## src/rtl/tsl_pkg.sv

```systemverilog
package tsl_pkg;
  localparam int unsigned SLOT_W = 5;
  localparam int unsigned WORD_W = SLOT_W + 3;

  typedef struct packed {
    logic              x_en;
    logic              r_en;
    logic              over;
    logic [SLOT_W-1:0] slot;
  } ctl_word_t;
endpackage

```

## src/rtl/tsl_shift.sv

```systemverilog
module tsl_shift #(
  parameter int unsigned WORD_W = tsl_pkg::WORD_W
) (
  input  logic              clk,
  input  logic              rst,
  input  logic              ctl_clk,
  input  logic              ctl_csn,
  input  logic              ctl_din,
  output logic [WORD_W-1:0] word,
  output logic              commit
);
  localparam int unsigned CNT_W   = $clog2(WORD_W + 2);
  localparam int unsigned CNT_MAX = WORD_W + 1;

  logic             sclk_q;
  logic             csn_q;
  logic [CNT_W-1:0] cnt;
  logic             fall;

  assign fall   = sclk_q && !ctl_clk && !ctl_csn;
  assign commit = !csn_q && ctl_csn && (cnt == CNT_W'(WORD_W));

  always_ff @(posedge clk) begin
    if (rst) begin
      sclk_q <= 1'b0;
      csn_q  <= 1'b1;
      cnt    <= '0;
      word   <= '0;
    end else begin
      sclk_q <= ctl_clk;
      csn_q  <= ctl_csn;
      if (ctl_csn)
        cnt <= '0;
      else if (fall && cnt != CNT_W'(CNT_MAX))
        cnt <= cnt + 1'b1;
      if (fall)
        word <= {word[WORD_W-2:0], ctl_din};
    end
  end


  csn_clear_chk: assert property (@(posedge clk) disable iff (rst)
    ctl_csn |=> (cnt == '0));


  commit_edge_chk: assert property (@(posedge clk) disable iff (rst)
    commit |-> (ctl_csn && !$past(ctl_csn)));
endmodule

```

## src/rtl/tsl_decode.sv

```systemverilog
module tsl_decode #(
  parameter int unsigned NTX = 8,
  parameter int unsigned NRX = 4,
  localparam int unsigned CH_W = $clog2(NTX),
  localparam int unsigned RX_W = $clog2(NRX)
) (
  input  logic                          mode_8ch,
  input  logic                          commit,
  input  tsl_pkg::ctl_word_t            cmd,
  input  logic [CH_W-1:0]               ch,
  output logic [NTX-1:0]                tx_we,
  output logic [NRX-1:0]                rx_we,
  output logic                          tx_val,
  output logic                          rx_val,
  output logic [tsl_pkg::SLOT_W-1:0]    wslot
);
  logic            slot_ok;
  logic            tx_wr;
  logic            rx_wr;
  logic [CH_W-1:0] tx_idx;
  logic [RX_W-1:0] rx_idx;

  assign slot_ok = !cmd.over;
  assign wslot   = cmd.slot;
  assign rx_idx  = ch[RX_W-1:0];

  always_comb begin
    if (mode_8ch) begin
      tx_idx = ch;
      tx_wr  = 1'b1;
      rx_wr  = 1'b0;
      tx_val = cmd.x_en && slot_ok;
      rx_val = 1'b0;
    end else begin
      tx_idx = CH_W'(rx_idx);
      tx_wr  = cmd.x_en || !cmd.r_en;
      rx_wr  = cmd.r_en || !cmd.x_en;
      tx_val = cmd.x_en && slot_ok;
      rx_val = cmd.r_en && slot_ok;
    end
  end

  for (genvar i = 0; i < NTX; i++) begin : g_txwe
    assign tx_we[i] = commit && tx_wr && (tx_idx == CH_W'(i));
  end
  for (genvar i = 0; i < NRX; i++) begin : g_rxwe
    assign rx_we[i] = commit && rx_wr && (rx_idx == RX_W'(i));
  end
endmodule

```

## src/rtl/tsl_regbank.sv

```systemverilog
module tsl_regbank #(
  parameter int unsigned N      = 8,
  parameter int unsigned SLOT_W = tsl_pkg::SLOT_W
) (
  input  logic                clk,
  input  logic                rst,
  input  logic [N-1:0]        we,
  input  logic                wval,
  input  logic [SLOT_W-1:0]   wslot,
  output logic [N-1:0]        valid,
  output logic [N*SLOT_W-1:0] slot
);
  for (genvar i = 0; i < N; i++) begin : g_ent
    always_ff @(posedge clk) begin
      if (rst) begin
        valid[i]                 <= 1'b0;
        slot[i*SLOT_W +: SLOT_W] <= '0;
      end else if (we[i]) begin
        valid[i]                 <= wval;
        slot[i*SLOT_W +: SLOT_W] <= wslot;
      end
    end
  end


  reset_clear_chk: assert property (@(posedge clk)
    rst |=> (valid == '0));


  hold_chk: assert property (@(posedge clk) disable iff (rst)
    (we == '0) |=> ($stable(valid) && $stable(slot)));


  single_we_chk: assert property (@(posedge clk) disable iff (rst)
    $onehot0(we));
endmodule

```

## src/rtl/tsl_loader.sv

```systemverilog
module tsl_loader #(
  parameter int unsigned NTX = 8,
  parameter int unsigned NRX = 4,
  localparam int unsigned SW   = tsl_pkg::SLOT_W,
  localparam int unsigned CH_W = $clog2(NTX)
) (
  input  logic               clk,
  input  logic               rst,
  input  logic               mode_8ch,
  input  logic               ctl_clk,
  input  logic               ctl_csn,
  input  logic               ctl_din,
  input  logic [CH_W-1:0]    ch_sel,
  output logic [NTX-1:0]     tx_valid,
  output logic [NTX*SW-1:0]  tx_slot,
  output logic [NRX-1:0]     rx_valid,
  output logic [NRX*SW-1:0]  rx_slot
);
  logic [tsl_pkg::WORD_W-1:0] word;
  logic                       commit;
  logic [NTX-1:0]             tx_we;
  logic [NRX-1:0]             rx_we;
  logic                       tx_val;
  logic                       rx_val;
  logic [SW-1:0]              wslot;

  tsl_shift #(.WORD_W(tsl_pkg::WORD_W)) u_shift (
    .clk(clk), .rst(rst), .ctl_clk(ctl_clk), .ctl_csn(ctl_csn),
    .ctl_din(ctl_din), .word(word), .commit(commit)
  );

  tsl_decode #(.NTX(NTX), .NRX(NRX)) u_dec (
    .mode_8ch(mode_8ch), .commit(commit), .cmd(word), .ch(ch_sel),
    .tx_we(tx_we), .rx_we(rx_we), .tx_val(tx_val), .rx_val(rx_val),
    .wslot(wslot)
  );

  tsl_regbank #(.N(NTX), .SLOT_W(SW)) u_tx (
    .clk(clk), .rst(rst), .we(tx_we), .wval(tx_val), .wslot(wslot),
    .valid(tx_valid), .slot(tx_slot)
  );

  tsl_regbank #(.N(NRX), .SLOT_W(SW)) u_rx (
    .clk(clk), .rst(rst), .we(rx_we), .wval(rx_val), .wslot(wslot),
    .valid(rx_valid), .slot(rx_slot)
  );


  rx_quiet_chk: assert property (@(posedge clk) disable iff (rst)
    mode_8ch |=> $stable(rx_valid) && $stable(rx_slot));


  write_on_rise_chk: assert property (@(posedge clk) disable iff (rst)
    ((tx_we != '0) || (rx_we != '0)) |-> (ctl_csn && !$past(ctl_csn)));
endmodule

```

## config.mk

```make
export PLATFORM = sky130hd
export DESIGN_NAME = tsl_loader
export DESIGN_NICKNAME = d
export VERILOG_FILES = /design/src/rtl/tsl_pkg.sv /design/src/rtl/tsl_shift.sv /design/src/rtl/tsl_decode.sv /design/src/rtl/tsl_regbank.sv /design/src/rtl/tsl_loader.sv
export SDC_FILE = /design/constraint.sdc
export NUM_CORES = 1
export LEC_CHECK = 0
export BUFFER_PORTS_ARGS = -buffer_cell sky130_fd_sc_hd__buf_4
export CAP_MARGIN = 10
export CELL_PAD_IN_SITES_DETAIL_PLACEMENT = 1
export CELL_PAD_IN_SITES_GLOBAL_PLACEMENT = 1
export CORE_ASPECT_RATIO = 1.75
export CORE_MARGIN = 5
export CORE_UTILIZATION = 40
export DETAILED_ROUTE_END_ITERATION = 10
export PLACE_DENSITY_LB_ADDON = 0.1
export SLEW_MARGIN = 15
export SYNTH_ARGS = -nofsm -noshare
export SYNTH_HDL_FRONTEND = slang
export SYNTH_SLANG_ARGS = --single-unit
```

## constraint.sdc

```tcl
create_clock -name clk -period 2.2 [get_ports clk]
set_input_delay 0.44 -clock clk [delete_from_list [all_inputs] [get_ports clk]]
set_output_delay 0.44 -clock clk [all_outputs]
set_load 0.03 [all_outputs]
```

* After elaboration in Yosys (flattened, before gate mapping)
Index checks and enable logic that the tools add are counted.
** Storage, ports and cells
- Register bits after elaboration :: 86
** Cells by class
- Eq/ne operators :: 12
- Mux-type cells :: 4
- Add/subtract/negate cells :: 1
- Reduce and logical (&&, ||, !) cells :: 32
** Operators with widths (count)
- $logic_and A1 B1 Y1 :: 21
- $eq A3 B3 Y1 const B :: 4
- $eq A3 B2 Y1 const B :: 2
- $logic_not A1 Y1 :: 6
- $add A4 B1 Y4 const B :: 1
- $eq A2 B2 Y1 const B :: 2
- $eq A4 B4 Y1 const B :: 1
- $ne A4 B4 Y1 const B :: 1
- $eq A3 B1 Y1 const B :: 1
- $logic_not A3 Y1 :: 1
- $mux W1 :: 3
- $mux W3 :: 1
- $eq A2 B1 Y1 const B :: 1
- $logic_not A2 Y1 :: 1
- $logic_or A1 B1 Y1 :: 2
- $reduce_or A2 Y1 :: 1

* Longest topological paths before layout
Gate-level depths: netlist of run 1.
- Word-level depth :: 5
- Depth in mapped cells :: 7
- Depth with buffers taken out :: 6

* Cells and area by module
A second synthesis of run 1 with hierarchy kept.
** Unflattened totals
- Cell total of the unflattened synthesis :: 336
- Area, all modules :: 3492.1 um2
** Modules (own cells, without submodules)
- tsl_regbank at u_tx :: times used 1, area each 1845.5 um2, cells an instance 163
- tsl_regbank at u_rx :: times used 1, area each 878.3 um2, cells an instance 78
- tsl_shift :: times used 1, area each 574.3 um2, cells an instance 68
- tsl_decode :: times used 1, area each 193.9 um2, cells an instance 27

* Worst setup path after synthesis of run 1
No wires, ideal clock.
- Path type :: register -> register
- Start :: register u_shift.cnt[0]
- End :: register u_tx.slot[29]
- Data arrival time :: 1.521 ns
- Path slack :: 0.551 ns
- Required time :: 2.072 ns
- Stages on the path, launching flop included :: 7
- Setup time :: 0.128 ns
- Path buffers :: 0
- Cells stage by stage :: dfxtp_1 > inv_1 > ha_1 > nand3b_4 > nor4b_4 > mux2i_1 > nor2_1
** Between the ends
- Word-level cells in the longest chain between the ends :: 4
** RTL lines
- from (decl) :: RTL line tsl_shift.sv:17 : logic [CNT_W-1:0] cnt;
- from (signal assigned) :: RTL line tsl_shift.sv:35 : cnt <= cnt + 1'b1;
- $eq A4 B4 Y1 :: RTL line tsl_shift.sv:21 : assign commit = !csn_q && ctl_csn && (cnt == CNT_W'(WORD_W));
- $logic_and A1 B1 Y1 :: RTL line tsl_shift.sv:21
- $logic_and A1 B1 Y1 (2 in series) :: RTL line tsl_decode.sv:44 : assign tx_we[i] = commit && tx_wr && (tx_idx == CH_W'(i));
- to (signal, indexed assignment) :: RTL line tsl_regbank.sv:20 : slot[i*SLOT_W +: SLOT_W] <= wslot;
- to (decl) :: RTL line tsl_regbank.sv:11 : output logic [N*SLOT_W-1:0] slot
Every way passes these cells.
A chain may end at the register's enable or synchronous reset.

* Worst setup path in the final report of run 1
- Start :: register u_shift.cnt[3]
- End :: register u_rx.slot[16]
** Between the ends
- Word-level cells in the longest chain between the ends :: 4
** RTL lines
- $eq A4 B4 Y1 :: RTL line tsl_shift.sv:21
- $logic_and A1 B1 Y1 :: RTL line tsl_shift.sv:21
- $logic_and A1 B1 Y1 (2 in series) :: RTL line tsl_decode.sv:47 : assign rx_we[i] = commit && rx_wr && (rx_idx == RX_W'(i));
- to (signal, indexed assignment) :: RTL line tsl_regbank.sv:20
- to (decl) :: RTL line tsl_regbank.sv:11
Every way passes these cells.

==> results.cfg, run 1 <==
[finish]
utilization_pct = 53.38
diodes = 0
fin_nets = 418
drive_above_1_share_pct = 28.22
area_delta_synth_final_pct = 31.06
multi_input_area_um2 = 1568
nFillCells = 923
regArea_um2 = 1722

[min_path]
hold_depth = 3
hold_end = u_shift.word[0]$_SDFFE_PP0P_
min-delay-start = ctl_din
hold_class = in2reg

[pwr]
ir_drop_mv = 0.4581
p_comb_share_pct = 2.7
clock_power_share_pct = 49.7
p_switching_mw = 0.6589
sequentialPowerShare_pct = 47.6
power.leakage_nw = 1.829
intPower_mw = 2.623
power_density_nw_per_um2 = 744.6
switching_share_pct = 20.08
p_total_mw = 3.282

[floorplanning]
initial_core_util_pct = 40.73
ios = 81
dieHeight_um = 131.3
die_area_um2 = 10410
rows = 44
core_area_um2 = 8258
fp.dieW_um = 79.32

[clock_network]
cts.sinks = 86
postCtsSetupRepairBufs = 0
clk_pin_slew_ns = 0.06
hold_buffers = 0
cts_resized = 0
cts_buffers = 9
cts_tree = done
cts-root-buf = clkbuf_16
clk-insertion-delay-late_ns = 0.35
cts.path.max_buffers = 2
ctsHtreeMaxLevel = 3

[synth]
postSynthCellCount = 322
synth_area_um2 = 3363
syn_area_per_cell_um2 = 10.44
synthTopCellsByArea = dfxtp_1 51%, mux2i_1 14%, nand3b_1 6.9%
synth_top_area_cell = dfxtp_1
ys_ff_latch = 86
async_reset_ff_share_pct = 0
synth_fp_nets = 334
yosysWarnings = 0
yosys-top-cells-count = 86 x dfxtp_1, 47 x mux2i_1, 34 x nor2_1, 34 x o21ai_0, 31 x nand3b_1
ys_types = 31
yosys_most_used_dff = dfxtp_1
synth_top_area_share_pct = 51.19
synth_most_common_cell = dfxtp_1
yosysSeqAreaShare_pct = 51.19
synth_edf_count = 0

[detailed_routing]
viasPerCell = 5.211
first_pass_iters = 4
wirelength_mm = 8.823
remaining_drc_errors = 0
drtIter0Drc = 112
wl_per_cell_um = 17.54
num_vias = 2621
ant_nets = 0

[grt]
grt_pass1_wl_mm = 14.44
antenna_found_initial = 0
grt_max_degree = 40
overflow = 0
grt_pass1_vias = 2767
grtUsageTotal_pct = 18.02

[setup_path]
rr_worst_depth = 4
cp.arrival_ns = 2.05
r2r_setup_slack_ns = 0.36
critical_path_class = reg2reg
end_kind = register
worstReg2RegStart = u_shift.cnt[3]$_SDFFE_PP0P_
critPathLaunchType = register
worstReg2RegEnd = u_rx.slot[16]$_SDFFE_PP0P_
required_ns = 2.40
cp_max_fo = 12

[timing]
hold_slack_ns = 0.3283
fin_worst_skew_ns = 0.005253
tightestPinTransition_ns = 0.5772
finalHoldViolations = 0
fin_crit_ns = 1.841
post-route-period-util_pct = 83.67
finalSetupViolCount = 0
finalSetupTns_ns = 0
slew_violations = 0
rsz0062_at_grt = no
relSlewSlack_pct = 61.44
max_freq_mhz = 543.2

[placed_design]
io_buffer_count = 80
dp_hpwl_mm = 6.466
routabilityCongestion = 0.7311

[job]
cap_violations = 0

[run_status]
status = finished, final reports clean
critical path: stages (launching register included):
cell and delay (ns):
dfxtp_1 0.36, nor2b_1 0.50, nand4_1 0.51, nand3b_1 0.23, o21ai_0 0.11
stage by stage:
stage | worst slack, ns | area [µm²] | instances
floorplan | 0.5511 | 3363 | 322
global placement | 0.4522 | 4091 | 487
detailed placement | 0.3643 | 4091 | 487
CTS | 0.3622 | 4408 | 503
global route | 0.1631 | 4408 | 503
finish | 0.3592 | 4408 | 503
registers in the layout, indices dropped and copies added (netlist names):
signal          flops
u_shift.csn_q       1
u_shift.sclk_q      1
u_shift.word        8
u_tx.valid          8
u_rx.slot          20
u_tx.slot          40
u_shift.cnt         4
u_rx.valid          4
layout make-up:
class / instances / area share, %
Inverter: 3 / 0.2555
Clock inverter: 4 / 1.590
Timing Repair Buffer: 90 / 15.33
Tap cell: 92 / 2.611
Sequential cell: 86 / 39.06
Clock buffer: 12 / 5.592
Multi-Input combinational cell: 216 / 35.57
cells by family (layout without fill, tap and decap cells):
| kind of cell | Yosys count | after routing | share of synthesized area, % |
|---|---|---|---|
| simple gates | 126 | 126 | 24.85 |
| buf+inv | 20 | 109 | 2.344 |
| flops | 86 | 86 | 51.19 |
| xor+xnor | 2 | 2 | 0.5209 |
| mux | 47 | 47 | 13.99 |
| compound gates | 38 | 38 | 5.989 |
| fa+ha+maj | 3 | 3 | 1.116 |
layout by cell type, fill, tap and decap left out, types with 3 or more instances in the layout:
| cell | count |
|---|---|
| nor4b_4 | 3 |
| ha_1 | 3 |
| o21ai_0 | 34 |
| nand3b_1 | 31 |
| clkbuf_16 | 9 |
| mux2i_1 | 47 |
| nand3_1 | 4 |
| nor2_1 | 34 |
| nand2b_1 | 29 |
| dfxtp_1 | 86 |
| inv_1 | 3 |
| nor2b_1 | 4 |
| nand4_1 | 5 |
| buf_4 | 90 |
routing by layer:
metal	vias to the layer above	GRT usage, %	share of wire (%)
li1	1278	-	-
met1	1271	19.96	39
met2	55	31.52	53
met3	17	4.726	4.4
met4	0	8.222	2.8
met5	-	0	0
worst max-delay path by stage:
stage	startpoint	end	slack (ns)
floorplan	u_shift.cnt[0]$_SDFFE_PP0P_	u_tx.slot[29]$_SDFFE_PP0P_	0.55
global placement	mode_8ch	u_tx.slot[10]$_SDFFE_PP0P_	0.45
detailed placement	u_shift.cnt[3]$_SDFFE_PP0P_	u_rx.slot[5]$_SDFFE_PP0P_	0.36
CTS	u_shift.cnt[3]$_SDFFE_PP0P_	u_rx.slot[5]$_SDFFE_PP0P_	0.36
global route	u_shift.cnt[3]$_SDFFE_PP0P_	u_rx.slot[15]$_SDFFE_PP0P_	0.16
finish	u_shift.cnt[3]$_SDFFE_PP0P_	u_rx.slot[16]$_SDFFE_PP0P_	0.36
power by group through the flow:
| stage | sequential (mW) | combinational (mW) | clock (mW) |
|---|---|---|---|
| after floorplan | 1.60 | 0.0585 | 0 |
| after global placement | 1.60 | 0.0905 | 0 |
| after detailed placement | 1.60 | 0.0914 | 0 |
| after CTS | 1.56 | 0.0911 | 1.66 |
| after global routing | 1.56 | 0.0965 | 1.74 |
| final | 1.56 | 0.0898 | 1.63 |
Power figures use the tool's default switching activity.
==> run 2: changes to the inputs <==
--- a/config.mk
+++ b/config.mk
@@ -11,7 +11,7 @@
 export CELL_PAD_IN_SITES_GLOBAL_PLACEMENT = 1
 export CORE_ASPECT_RATIO = 1.75
 export CORE_MARGIN = 5
-export CORE_UTILIZATION = 40
+export CORE_UTILIZATION = 36
 export DETAILED_ROUTE_END_ITERATION = 10
 export PLACE_DENSITY_LB_ADDON = 0.1
 export SLEW_MARGIN = 15
==> constraint.sdc (replaced) <==
create_clock -name clk -period 1.55 [get_ports clk]
set_input_delay 0.31 -clock clk [delete_from_list [all_inputs] [get_ports clk]]
set_output_delay 0.31 -clock clk [all_outputs]
set_load 0.03 [all_outputs]
==> run 2 against run 1 <==
Routed wire length increased by 6.8%. Count of clock-buffer cells in the layout unchanged. Hold slack got worse by 0.12 ns. Register-to-register slack got worse by 0.34 ns.
==> results.cfg, run 2 (synthesized netlist as in run 1, its figures left out) <==
[run_status]
status = finished, final reports clean

[detailed_routing]
wl_per_cell_um = 16.96
first_pass_iters = 4
ant_nets = 0
num_vias = 2730
remaining_drc_errors = 0
drtIter0Drc = 81
viasPerCell = 4.910
wirelength_mm = 9.427

[placed_design]
dpl_cell_area_um2 = 4304
routabilityCongestion = 0.7460
preCtsSetupSlack_ns = -0.01964
io_buffer_count = 80
dp_hpwl_mm = 6.965

[floorplanning]
fp.dieW_um = 83.07
ios = 81
dieHeight_um = 137.9
die_area_um2 = 11450
core_area_um2 = 9094
initial_core_util_pct = 36.98
rows = 46

[finish]
postLayoutCellArea_um2 = 4648
utilization_pct = 51.11
drive_above_1_share_pct = 34.63
top_regs = u_tx.slot x40, u_rx.slot x20
layout_common_cells = 111 x buf_4, 83 x dfxtp_1, 47 x mux2i_1, 34 x nor2_1, 33 x o21ai_0
diodes = 0
nFillCells = 1056
area_delta_synth_final_pct = 38.21
final_common_cell = buf_4
top_register = u_tx.slot
largest_reg_flops = 40
fin_nets = 443

[clock_network]
hold_buffers = 0
cts_tree = done
cts.path.max_buffers = 2
cts-root-buf = clkbuf_16
cts.sinks = 86
cts_buffers = 9
clk-insertion-delay-late_ns = 0.34
ctsHtreeMaxLevel = 3
clk_pin_slew_ns = 0.06

[timing]
post-route-period-util_pct = 98.76
rsz0062_at_grt = yes
relSlewSlack_pct = 71.14
tightestPinTransition_ns = 0.4330
setup_ws_ns = 0.01919
slew_violations = 0
max_freq_mhz = 653.2
finalHoldViolations = 0
finalSetupViolCount = 0
finalSetupTns_ns = 0
fin_crit_ns = 1.531
fin_worst_skew_ns = 0.003661

[setup_path]
cp_max_fo = 7
critPathLaunchType = register
required_ns = 1.78
end_kind = register
cpPeakStageDelay_ns = 0.32
critical_path_class = reg2reg
crit_buf_inv = 2
critPathTopFamily = simple AND/OR/NAND/NOR gates
cpMaxStageDelayCell = dfxtp_2
crit_chain = inv_2 -> ha_4 -> nand3b_4 -> nor4b_4 -> buf_12 -> mux2i_1 -> nor2_1
cp.arrival_ns = 1.76

[pwr]
power.leakage_nw = 1.952
power_density_nw_per_um2 = 928.3
ir_drop_mv = 0.6319
p_total_mw = 4.315

[grt]
antenna_found_initial = 0
grt_max_degree = 23
overflow = 0
grtUsageTotal_pct = 16.89
grt_pass1_vias = 2921
grt_pass1_wl_mm = 15.04

[job]
cap_violations = 0

[min_path]
hold_class = in2reg
run 2: changes by cell type in the layout (fill, tap and decap cells not counted), moves of 2 or more:
cell | before | now
buf_4 | 90 | 111
inv_1 | 3 | 1
bufinv_16 | 2 | 0
dfxtp_1 | 86 | 83
dfxtp_2 | 0 | 3
buf_6 | 0 | 3
inv_2 | 0 | 2
run 2: per-layer routing:
metal  global-route usage, %  part of all wire (%)  vias up
li1                        -                     -     1334
met1                   16.86                    37     1325
met2                   32.01                    56       59
met3                   3.686                   3.6       12
met4                   9.727                   2.7        0
met5                       0                     0        -
run 2: per-stage QoR:
stage	std cells	hold WS, ns
floorplan	322	0.4382
global placement	535	0.4627
detailed placement	535	0.4737
CTS	551	0.1952
global route	556	0.2194
finish	556	0.2064
run 2: power by group:
group	internal (mW)	switching [mW]	total, mW
clock network	1.12	0.835	1.96
registers	2.21	0.00152	2.22
logic	0.0688	0.0749	0.144
total	3.40	0.911	4.31
run 2: path summary, 6_finish.rpt:
check | from | end | slack, ns | cells after the start
min | ctl_clk | u_shift.sclk_q$_SDFF_PP0_ | 0.21 | 2
max | u_shift.cnt[1]$_SDFFE_PP0P_ | u_tx.slot[36]$_SDFFE_PP0P_ | 0.02 | 7
max reg2reg | u_shift.cnt[1]$_SDFFE_PP0P_ | u_tx.slot[36]$_SDFFE_PP0P_ | 0.02 | 7
min reg2reg | u_tx.slot[8]$_SDFFE_PP0P_ | u_tx.slot[8]$_SDFFE_PP0P_ | 0.48 | 2
run 2: area by class of cell:
cell class                 instances  area, µm²  share of cell area, %
timing repair buffer             115      887.1                  19.08
tap                              120      150.1                  3.230
clock inverter                     4      22.52                 0.4845
sequential                        86       1725                  37.12
clock buffer                      12      246.5                  5.303
multi-input combinational        216       1605                  34.54
inverter                           3      11.26                 0.2423
run 2: repair_timing:
action                     4_1_cts  5_1_grt
setup endpoints to repair        6       42
resized for setup                4        8
buffers inserted                 0        5
hold endpoints to repair         0        0
pin swaps                        1        1
==> run 3: changes to the inputs <==
--- a/config.mk
+++ b/config.mk
@@ -11,10 +11,12 @@
 export CELL_PAD_IN_SITES_GLOBAL_PLACEMENT = 1
 export CORE_ASPECT_RATIO = 1.75
 export CORE_MARGIN = 5
-export CORE_UTILIZATION = 36
+export CORE_UTILIZATION = 37
 export DETAILED_ROUTE_END_ITERATION = 10
 export PLACE_DENSITY_LB_ADDON = 0.1
+export RECOVER_POWER = 25
 export SLEW_MARGIN = 15
 export SYNTH_ARGS = -nofsm -noshare
 export SYNTH_HDL_FRONTEND = slang
+export SYNTH_HIERARCHICAL = 1
 export SYNTH_SLANG_ARGS = --single-unit
==> run 3 against run 2 <==
Sequential power hardly changed. Critical path type unchanged. Global-route usage is 1.2 points lower. The flow now finishes with violations (setup timing). Largest power group unchanged. Non-clock buffer count is 2 lower. Cell count is 0.36% lower.
==> results.cfg, run 3 <==
[run_status]
status = complete, but fails checks
violations = setup timing

[clock_network]
ctsHtreeMaxLevel = 3
cts_tree = done
cts.path.max_buffers = 2
cts-root-buf = clkbuf_16
clk-insertion-delay-late_ns = 0.34
cts_buffers = 9
clk_pin_slew_ns = 0.06
cts.sinks = 86

[timing]
fin_worst_skew_ns = 0.008389
slew_violations = 0
post-route-period-util_pct = 113.3
finalHoldViolations = 0
finalSetupTns_ns = -9.234
tightestPinTransition_ns = 0.8256
rsz0062_at_grt = yes
hold_slack_ns = 0.2251
finalSetupViolCount = 72
relSlewSlack_pct = 44.85
setup_ws_ns = -0.2060
max_freq_mhz = 569.5
fin_crit_ns = 1.756

[detailed_routing]
first_pass_iters = 4
highest_layer = met4
wl_met3_um = 346
ant_nets = 0
wirelength_mm = 8.843
viasPerCell = 4.742
wl_met1_mm = 3.635
remaining_drc_errors = 0
wl_per_cell_um = 15.96
drtIter0Drc = 61
num_vias = 2627
wl_met2_mm = 4.726

[synth]
async_reset_ff_share_pct = 0
synthTopCellsByArea = dfxtp_1 49%, mux2i_1 21%, nor2_1 6.0%
ys_ff_latch = 86
postSynthCellCount = 336
synth_fp_nets = 348
synth_edf_count = 0
synth-compound-area-share_pct = 2.580
synth_top_area_cell = dfxtp_1
synth-adder-area-share_pct = 1.075
synthMuxAreaShare_pct = 20.64
synthXorXnorAreaFrac_pct = 0
yosysSeqAreaShare_pct = 49.30
ys_types = 30
synth_top_area_share_pct = 49.30
yosysWarnings = 6
synth_area_um2 = 3492
yosys-top-cells-count = 86 x dfxtp_1, 72 x mux2i_1, 56 x nor2_1
yosys.area_share.simple_pct = 17.77
syn_area_per_cell_um2 = 10.39
synth_top_family_by_area = multiplexers
yosys_most_used_dff = dfxtp_1
synth_most_common_cell = dfxtp_1

[pwr]
p_total_mw = 4.304
power.leakage_nw = 1.679
power_density_nw_per_um2 = 941.6
ir_drop_mv = 0.5360

[placed_design]
dpl_cell_area_um2 = 4207
io_buffer_count = 80
preCtsSetupSlack_ns = -0.3052
routabilityCongestion = 0.7442
dp_cells = 536
dp_hpwl_mm = 6.419

[setup_path]
cp_max_fo = 6
critical_path_class = reg2reg
required_ns = 1.77
cp.arrival_ns = 1.98
end_kind = register
critPathLaunchType = register

[grt]
overflow = 0
grt_pass1_wl_mm = 14.46
grtUsageTotal_pct = 15.64
grt_pass1_vias = 2861
antenna_found_initial = 0
grt_max_degree = 47

[finish]
nFillCells = 1043
diodes = 0
drive_above_1_share_pct = 38.43
top_register = u_tx/slot
postLayoutCellArea_um2 = 4571
fin_nets = 439
final_common_cell = dfxtp_1
area_delta_synth_final_pct = 30.88
layout_common_cells = 84 x dfxtp_1, 83 x buf_4, 60 x mux2i_1, 52 x nor2_1, 23 x nor2_2
largest_reg_flops = 40
fin_cells = 554
top_regs = u_tx/slot x40, u_rx/slot x20
utilization_pct = 48.88

[floorplanning]
rows = 47
initial_core_util_pct = 37.35
die_area_um2 = 11560
dieHeight_um = 138.5
ios = 81
core_area_um2 = 9350
fp.dieW_um = 83.44

[job]
cap_violations = 0

[min_path]
hold_class = in2reg
[run 3: changes by cell type in the layout (fill, tap and decap cells not counted), sizes merged, moves of 5 or more]
cell,change
o21ai,-30
mux2i,+25
nand4,-5
nand2b,-26
nand2,+13
buf,-22
a21oi,+12
nor2,+42
nor3,+7
clkbuf,+18
nand3b,-31
[run 3: repair_timing]
| item | in CTS | in global routing |
|---|---|---|
| hold buffers | 0 | 0 |
| pin swaps | 3 | 4 |
| resized for setup | 14 | 24 |
| cloned | 0 | 0 |
| setup buffers | 1 | 1 |
| endpoints found under the setup margin | 73 | 73 |
[run 3: cell type report]
cell class                      instances  area (µm²)  share of cell area (%)
Clock inverter                          6       37.54                  0.8212
Clock buffer                           10       239.0                   5.229
Tap cell                              122       152.6                   3.340
Inverter                                3       11.26                  0.2464
Timing Repair Buffer                  113       819.5                   17.93
Multi-Input combinational cell        214        1587                   34.71
Sequential cell                        86        1724                   37.72
[run 3: final timing paths]
kind | slack [ns] | cells past startpoint | startpoint | end
worst max-delay path | -0.21 | 10 | u_shift/cnt[0]$_SDFFE_PP0P_ | u_tx/slot[21]$_SDFFE_PP0P_
worst min-delay path | 0.23 | 2 | ctl_clk | u_shift/sclk_q$_SDFF_PP0_
worst max register to register | -0.21 | 10 | u_shift/cnt[0]$_SDFFE_PP0P_ | u_tx/slot[21]$_SDFFE_PP0P_
worst min register to register | 0.47 | 2 | u_shift/word[3]$_SDFFE_PP0P_ | u_shift/word[4]$_SDFFE_PP0P_
[run 3: critical path, cell delays in order (launching register included)]
cell and delay, ns:
dfxtp_2 0.32, inv_2 0.05, ha_1 0.14, nand4b_1 0.11
nor2_2 0.14, buf_4 0.14, nand3_4 0.10, nor3_2 0.20
buf_6 0.17, mux2i_2 0.23, nor2_2 0.04
[run 3: layer usage]
metal	GRT usage, %	up-vias
li1	-	1287
met1	17.29	1274
met2	28.47	57
met3	3.810	9
met4	6.102	0
met5	0	-
[run 3: logic make-up after synthesis]
kind of cell    after synthesis
fa+ha+maj                     3
simple gates                122
compound gates               17
flops                        86
buf+inv                      36
mux                          72
[run 3: report_power, final]
group	internal (mW)	switching (mW)
sequential	2.21	0.00170
combinational	0.0339	0.0732
clock	1.12	0.859
